File: config.mk
export PLATFORM = sky130hd
export DESIGN_NAME = rsub_seq
export DESIGN_NICKNAME = d
export VERILOG_FILES = /design/src/rtl/rsub_pkg.sv /design/src/rtl/rsub_decode.sv /design/src/rtl/rsub_radix_alu.sv /design/src/rtl/rsub_addr_gen.sv /design/src/rtl/rsub_seq.sv
export SDC_FILE = /design/constraint.sdc
export NUM_CORES = 1
export LEC_CHECK = 0
export BUFFER_PORTS_ARGS = -buffer_cell sky130_fd_sc_hd__buf_2
export CORE_ASPECT_RATIO = 1.2
export CORE_MARGIN = 2
export CORE_UTILIZATION = 35
export CTS_CLUSTER_DIAMETER = 120
export DETAILED_ROUTE_END_ITERATION = 8
export GPL_TIMING_DRIVEN = 0
export PLACE_DENSITY = 0.58
export SLEW_MARGIN = 0
export SYNTH_ARGS = -nofsm -noshare
export SYNTH_HDL_FRONTEND = slang
export SYNTH_SLANG_ARGS = --single-unit
File: constraint.sdc
create_clock -name clk -period 5.3 [get_ports clk]
set_input_delay 0.53 -clock clk [delete_from_list [all_inputs] [get_ports clk]]
set_output_delay 0.53 -clock clk [all_outputs]
set_load 0.005 [all_outputs]
File: src/rtl/rsub_pkg.sv
package rsub_pkg;
   typedef enum logic [0:0] {
      ST_IDLE = 1'b0,
      ST_WB   = 1'b1
   } rsub_state_e;

   typedef struct packed {
      logic sel_y;
      logic post_inc;
   } rsub_op_t;
endpackage

File: src/rtl/rsub_decode.sv
module rsub_decode
   import rsub_pkg::*;
#(
   parameter int OPC_W = 13,
   parameter int RDX_W = 4,
   localparam int FAM_W = OPC_W - RDX_W - 2,
   parameter logic [FAM_W-1:0] FAMILY = 7'b1110001
) (
   input  logic [OPC_W-1:0] opcode,
   output logic             hit,
   output rsub_op_t         op,
   output logic [RDX_W-1:0] radix
);
   if (FAM_W < 1) begin : g_bad_width
      $error("rsub_decode: opcode too narrow for radix field");
   end

   always_comb begin
      hit         = (opcode[OPC_W-1:RDX_W+2] == FAMILY);
      op.sel_y    = opcode[RDX_W+1];
      op.post_inc = opcode[RDX_W];
      radix       = opcode[RDX_W-1:0];
   end
endmodule

File: src/rtl/rsub_radix_alu.sv
module rsub_radix_alu #(
   parameter int W = 4
) (
   input  logic [W-1:0] minuend,
   input  logic [W-1:0] subtrahend,
   input  logic         borrow_in,
   input  logic [W-1:0] radix,
   output logic [W-1:0] result,
   output logic         borrow_out,
   output logic         zero
);
   if (W < 1) begin : g_bad_width
      $error("rsub_radix_alu: width must be positive");
   end

   logic [W:0] raw;

   always_comb begin
      raw        = {1'b0, minuend} - {1'b0, subtrahend} - {{W{1'b0}}, borrow_in};
      borrow_out = raw[W];
      // a zero radix code stands for 2**W, which adds nothing modulo 2**W
      result     = raw[W-1:0] + (borrow_out ? radix : '0);
      zero       = (result == '0);
   end
endmodule

File: src/rtl/rsub_addr_gen.sv
module rsub_addr_gen #(
   parameter int ADDR_W    = 16,
   parameter int EXT_W     = 8,
   parameter bit PREFIX_EN = 1'b1,
   localparam int PAGE_W   = ADDR_W - EXT_W
) (
   input  logic [ADDR_W-1:0] idx_x,
   input  logic [ADDR_W-1:0] idx_y,
   input  logic              sel_y,
   input  logic              post_inc,
   input  logic              ext_valid,
   input  logic [EXT_W-1:0]  ext_imm,
   output logic [ADDR_W-1:0] addr
);
   if (PAGE_W < 1) begin : g_bad_width
      $error("rsub_addr_gen: address must be wider than override offset");
   end

   logic [ADDR_W-1:0] idx_addr;
   assign idx_addr = sel_y ? idx_y : idx_x;

   if (PREFIX_EN) begin : g_prefix
      logic [ADDR_W-1:0] page_addr;
      assign page_addr = {{PAGE_W{sel_y}}, ext_imm};
      assign addr      = (ext_valid && !post_inc) ? page_addr : idx_addr;
   end else begin : g_no_prefix
      logic unused_ok;
      assign unused_ok = ^{ext_valid, ext_imm, post_inc};
      assign addr      = idx_addr;
   end
endmodule

File: src/rtl/rsub_seq.sv
module rsub_seq
   import rsub_pkg::*;
#(
   parameter int OPC_W  = 13,
   parameter int DATA_W = 4,
   parameter int ADDR_W = 16,
   parameter int EXT_W  = 8
) (
   input  logic              clk,
   input  logic              rst_n,
   input  logic              issue,
   input  logic [OPC_W-1:0]  opcode,
   input  logic [DATA_W-1:0] b_reg,
   output logic              busy,
   output logic              unsupported,
   output logic [ADDR_W-1:0] mem_addr,
   output logic              mem_rd,
   input  logic [DATA_W-1:0] mem_rdata,
   output logic              mem_wr,
   output logic [DATA_W-1:0] mem_wdata,
   input  logic              x_load,
   input  logic              y_load,
   input  logic [ADDR_W-1:0] idx_wdata,
   input  logic              c_load,
   input  logic              c_wdata,
   input  logic              ext_load,
   input  logic [EXT_W-1:0]  ext_imm,
   output logic [ADDR_W-1:0] x_q,
   output logic [ADDR_W-1:0] y_q,
   output logic              flag_c,
   output logic              flag_z,
   output logic              ext_valid
);
   localparam int RDX_EFF_W = DATA_W + 1;

   if (DATA_W != 4) begin : g_bad_data
      $error("rsub_seq: radix field is a nibble");
   end

   rsub_state_e       st_q;
   rsub_op_t          dec_op, op_q;
   logic              dec_hit;
   logic [DATA_W-1:0] dec_radix, radix_q;
   logic [ADDR_W-1:0] addr_cur, addr_q;
   logic [EXT_W-1:0]  ext_q;
   logic              go;
   logic              alu_borrow, alu_zero;
   logic [DATA_W-1:0] alu_res;

   rsub_decode #(.OPC_W(OPC_W), .RDX_W(DATA_W)) u_dec (
      .opcode (opcode),
      .hit    (dec_hit),
      .op     (dec_op),
      .radix  (dec_radix)
   );

   rsub_addr_gen #(.ADDR_W(ADDR_W), .EXT_W(EXT_W), .PREFIX_EN(1'b1)) u_agen (
      .idx_x     (x_q),
      .idx_y     (y_q),
      .sel_y     (dec_op.sel_y),
      .post_inc  (dec_op.post_inc),
      .ext_valid (ext_valid),
      .ext_imm   (ext_q),
      .addr      (addr_cur)
   );

   rsub_radix_alu #(.W(DATA_W)) u_alu (
      .minuend    (mem_rdata),
      .subtrahend (b_reg),
      .borrow_in  (flag_c),
      .radix      (radix_q),
      .result     (alu_res),
      .borrow_out (alu_borrow),
      .zero       (alu_zero)
   );

   assign busy        = (st_q == ST_WB);
   assign go          = issue && !busy && dec_hit;
   assign unsupported = issue && !busy && !dec_hit;
   assign mem_rd      = go;
   assign mem_wr      = busy;
   assign mem_addr    = busy ? addr_q : addr_cur;
   assign mem_wdata   = alu_res;

   always_ff @(posedge clk) begin
      if (!rst_n) begin
         st_q      <= ST_IDLE;
         x_q       <= '0;
         y_q       <= '0;
         flag_c    <= 1'b0;
         flag_z    <= 1'b0;
         ext_valid <= 1'b0;
         ext_q     <= '0;
         addr_q    <= '0;
         op_q      <= '0;
         radix_q   <= '0;
      end else if (!busy) begin
         if (x_load)   x_q <= idx_wdata;
         if (y_load)   y_q <= idx_wdata;
         if (c_load)   flag_c <= c_wdata;
         if (ext_load) begin
            ext_valid <= 1'b1;
            ext_q     <= ext_imm;
         end
         if (go) begin
            st_q    <= ST_WB;
            addr_q  <= addr_cur;
            op_q    <= dec_op;
            radix_q <= dec_radix;
         end
      end else begin
         st_q      <= ST_IDLE;
         flag_c    <= alu_borrow;
         flag_z    <= alu_zero;
         ext_valid <= 1'b0;
         if (op_q.post_inc) begin
            if (op_q.sel_y) y_q <= y_q + 1'b1;
            else            x_q <= x_q + 1'b1;
         end
      end
   end

   // ---------------- assertions ----------------
   logic [RDX_EFF_W-1:0] rdx_eff;
   assign rdx_eff = (radix_q == '0) ? RDX_EFF_W'(1 << DATA_W) : {1'b0, radix_q};

   assert_two_cycle_R2: assert property (@(posedge clk) disable iff (!rst_n)
      mem_rd |=> mem_wr);
   assert_single_write_R2: assert property (@(posedge clk) disable iff (!rst_n)
      mem_wr |=> !mem_wr);
   assert_same_addr_R2: assert property (@(posedge clk) disable iff (!rst_n)
      mem_wr |-> mem_addr == $past(mem_addr));
   assert_in_radix_R3: assert property (@(posedge clk) disable iff (!rst_n)
      (mem_wr && ({1'b0, mem_rdata} < rdx_eff) && ({1'b0, b_reg} < rdx_eff))
      |-> ({1'b0, mem_wdata} < rdx_eff));
   assert_zero_flag_R4: assert property (@(posedge clk) disable iff (!rst_n)
      mem_wr |=> flag_z == ($past(mem_wdata) == '0));
   assert_z_hold_R4: assert property (@(posedge clk) disable iff (!rst_n)
      !mem_wr |=> $stable(flag_z));
   assert_x_step_R5: assert property (@(posedge clk) disable iff (!rst_n)
      (mem_wr && op_q.post_inc && !op_q.sel_y) |=> x_q == ADDR_W'($past(x_q) + 1'b1));
   assert_y_step_R5: assert property (@(posedge clk) disable iff (!rst_n)
      (mem_wr && op_q.post_inc && op_q.sel_y) |=> y_q == ADDR_W'($past(y_q) + 1'b1));
   assert_prefix_clear_R8: assert property (@(posedge clk) disable iff (!rst_n)
      mem_wr |=> !ext_valid);
   assert_no_access_R9: assert property (@(posedge clk) disable iff (!rst_n)
      unsupported |-> (!mem_rd && !mem_wr));
endmodule

==> flow_summary.ini <==
[routing]
postRouteAntennaNets = 0
drtIter0Drc = 266
top_layer = met4
via_per_inst = 5.46
wl_met2_um = 6450
num_vias = 4237
drc = 0
wl_um = 13400
wl_met1_um = 5540
wl_per_cell_um = 17.3
met3_length_um = 1000
first_pass_iters = 5

[placement]
placed_cell_area_um2 = 4730
place_ws_ns = 1.11
dp_cells = 760
gp_congestion = 0.914
dp_hpwl_um = 10300
io_buffers = 109

[floorplan]
placement_rows = 42
die_h_um = 121
io_pins = 112
core_area_um2 = 11100
die_area_um2 = 12300
die_w_um = 102
initial_core_util_pct = 36.0

[final_layout]
layout-drive-gt1-share_pct = 26.4
fin_nets = 684
instances_no_fill = 776
filler_cell_count = 1125
antennaDiodeCount = 0
stdcell_area_um2 = 5030
utilization_pct = 45.3
syn2layout_area_growth_pct = 25.9

[setup_path]
worst-path-max-fanout = 4
crit_path_start = flag_c
cp-start-kind = flip-flop
arrival_ns = 3.66
worst-path-buf-inv = 2
crit_required_ns = 4.77
cp-end-kind = output port
crit_chain = inv_1 -> fa_1 -> fa_1 -> nand2b_1 -> a211oi_1 -> nor2_1 -> nor2b_1 -> ha_1 -> a21o_1 -> a21oi_1 -> xnor3_1 -> buf_2
reg2reg_from = flag_c
crit_top_cell = fa_1
cp_slowest_cell = fa_1
slowest_delay_ns = 0.41
critPathKind = flip-flop to output port
crit_family = adder cells

[synth]
synth_cell_types = 62
syn_avg_cell_area_um2 = 8.04
synth_flop_cell = dfxtp_1
syn_area_um2 = 3990
synth_warnings = 0
synthMuxAreaShare_pct = 12.3
synth-edff-count = 0
postSynthCellCount = 497
ys_ff_latch = 66
synth_compound_area_share_pct = 20.5
synthSimpleGateAreaFrac_pct = 22.4
async_flop_share_pct = 0
synth_xor_area_share_pct = 1.66
ys_seq_area_share_pct = 33.1
syn_nets = 564
yosys.area_share.adder_pct = 4.95
synth_top_family_by_area = simple AND/OR/NAND/NOR gates

[clock_tree]
hold_buffers = 0
clock-sinks = 66
cts_tree = built
cts_made_buffers = 9
cts.clk_slew.worst_paths_ns = 0.06
cts_buffer_depth = 2
root_buffer = clkbuf_16
h-tree-depth = 3
post-cts-setup-buffer-count = 0
clock_latency_ns = 0.33
cts_resized = 0

[global_route]
grt_pass1_vias = 3996
grt_max_degree = 13
grt_usage_pct = 21.6
antenna_found_initial = 0
grt_pass1_wl_um = 20300
gr-total-overflow = 0

[sta]
setup_violations = 0
slew_headroom_pct = 53.2
drv_slew = 0
post-route-min-period_ns = 4.19
fmax_mhz = 239
rsz0062_at_grt = no
setup_tns_ns = 0
skew_ns = 0.00535
hold_viol_final = 0
setup_ws_ns = 1.11
worstMarginPinSlew_ns = 0.702
period_share_pct = 79.0

[status]
status = finished, final reports clean

[flow_run]
cap_violations = 0

[worst_hold_path]
min_path_type = input port to flip-flop
hp-start = ext_imm[4]

[power_and_ir_drop]
pwr_density_cell_nw_per_um2 = 269
peakVddDrop_mv = 0.148
p_leak_nw = 2.18
[flip-flops by register name, summed over array words and instances, names as in the netlist]
signal and cells:
ext_valid 1, busy 1, radix_q 4, op_q 2, ext_q 8, y_q 16, flag_z 1, flag_c 1
addr_q 16, x_q 16
[per-stage QoR]
step | power [W] | hold WS (ns)
floorplan | 0.000671 | 0.432
global placement | 0.000764 | 0.442
detailed placement | 0.000769 | 0.445
CTS | 0.00136 | 0.429
global route | 0.00141 | 0.445
finish | 0.00135 | 0.434
[cells by family (layout without fill, tap and decap cells)]
group / Yosys count / in the layout
compound gates: 131 / 131
xor+xnor: 6 / 6
fa+ha+maj: 14 / 14
buf+inv: 47 / 172
flops: 66 / 66
mux: 47 / 47
simple gates: 186 / 186
[report_power, final]
group	switching, W	internal, W	total (W)
clock	0.000231	0.000362	0.000593
combinational	0.000113	0.000101	0.000214
sequential	0.0000296	0.000515	0.000545
total	0.000374	0.000979	0.00135
[final timing paths]
kind                   to  slack (ns)  cells after the start
max          mem_wdata[3]        1.11                     12
min              ext_q[4]        0.43                      3
max reg2reg        flag_z        1.88                     12
min reg2reg    radix_q[3]        0.45                      2
[placed cells by master, fill, tap and decap left out, types with 5 or more instances in the layout]
| cell type | instances |
|---|---|
| a21oi_1 | 31 |
| a22oi_1 | 10 |
| and2_1 | 6 |
| buf_2 | 116 |
| clkbuf_1 | 19 |
| clkbuf_16 | 9 |
| dfxtp_1 | 66 |
| ha_1 | 11 |
| inv_1 | 14 |
| mux2_2 | 18 |
| mux2i_1 | 29 |
| nand2_1 | 51 |
| nand3_1 | 11 |
| nand4_1 | 5 |
| nor2_1 | 64 |
| nor2b_1 | 11 |
| nor3_1 | 10 |
| o21ai_0 | 42 |
| o22ai_1 | 7 |
[tightest hold or removal path, delay by kind of cell]
| kind | cells | cell delay (ns) |
|---|---|---|
| buffers and inverters | 1 | 0.07 |
| multiplexers | 1 | 0.05 |
| AND/OR/NAND/NOR | 1 | 0.07 |
[per-layer routing]
metal  vias up  track usage, %
met2       205            35.2
met4         0            9.38
met1      1968            26.9
li1       2030               -
met3        34            5.13
met5         -               0
[area by class of cell]
| cell class | count | area [µm²] | area share (%) |
|---|---|---|---|
| flip-flops and latches | 66 | 1320 | 26.3 |
| repair buffers | 109 | 546 | 10.9 |
| well taps | 154 | 193 | 3.83 |
| multi-input cells | 384 | 2470 | 49.2 |
| clock buffers | 9 | 225 | 4.48 |
| inverters | 16 | 60.1 | 1.19 |
| plain buffers | 31 | 140 | 2.79 |
| clock inverters | 7 | 70.1 | 1.39 |
[synthesized netlist by cell type (4+ instances only)]
cell	count	area share (%)
dfxtp_1	66	33
nor2_1	64	6.0
nand2_1	51	4.8
o21ai_0	42	5.3
a21oi_1	31	3.9
mux2i_1	29	7.3
clkbuf_1	19	1.8
mux2_2	18	5.1
inv_1	14	1.3
ha_1	11	3.4
nand3_1	11	1.4
nor2b_1	11	1.7
a22oi_1	10	1.9
nor3_1	10	1.3
buf_2	7	0.88
o22ai_1	7	1.1
and2_1	6	0.94
nand4_1	5	0.78
a211oi_1	4	0.75
a311oi_1	4	0.88
and4_1	4	0.88
buf_4	4	0.75
nand2b_1	4	0.63
(Power assumes the default switching activity.)
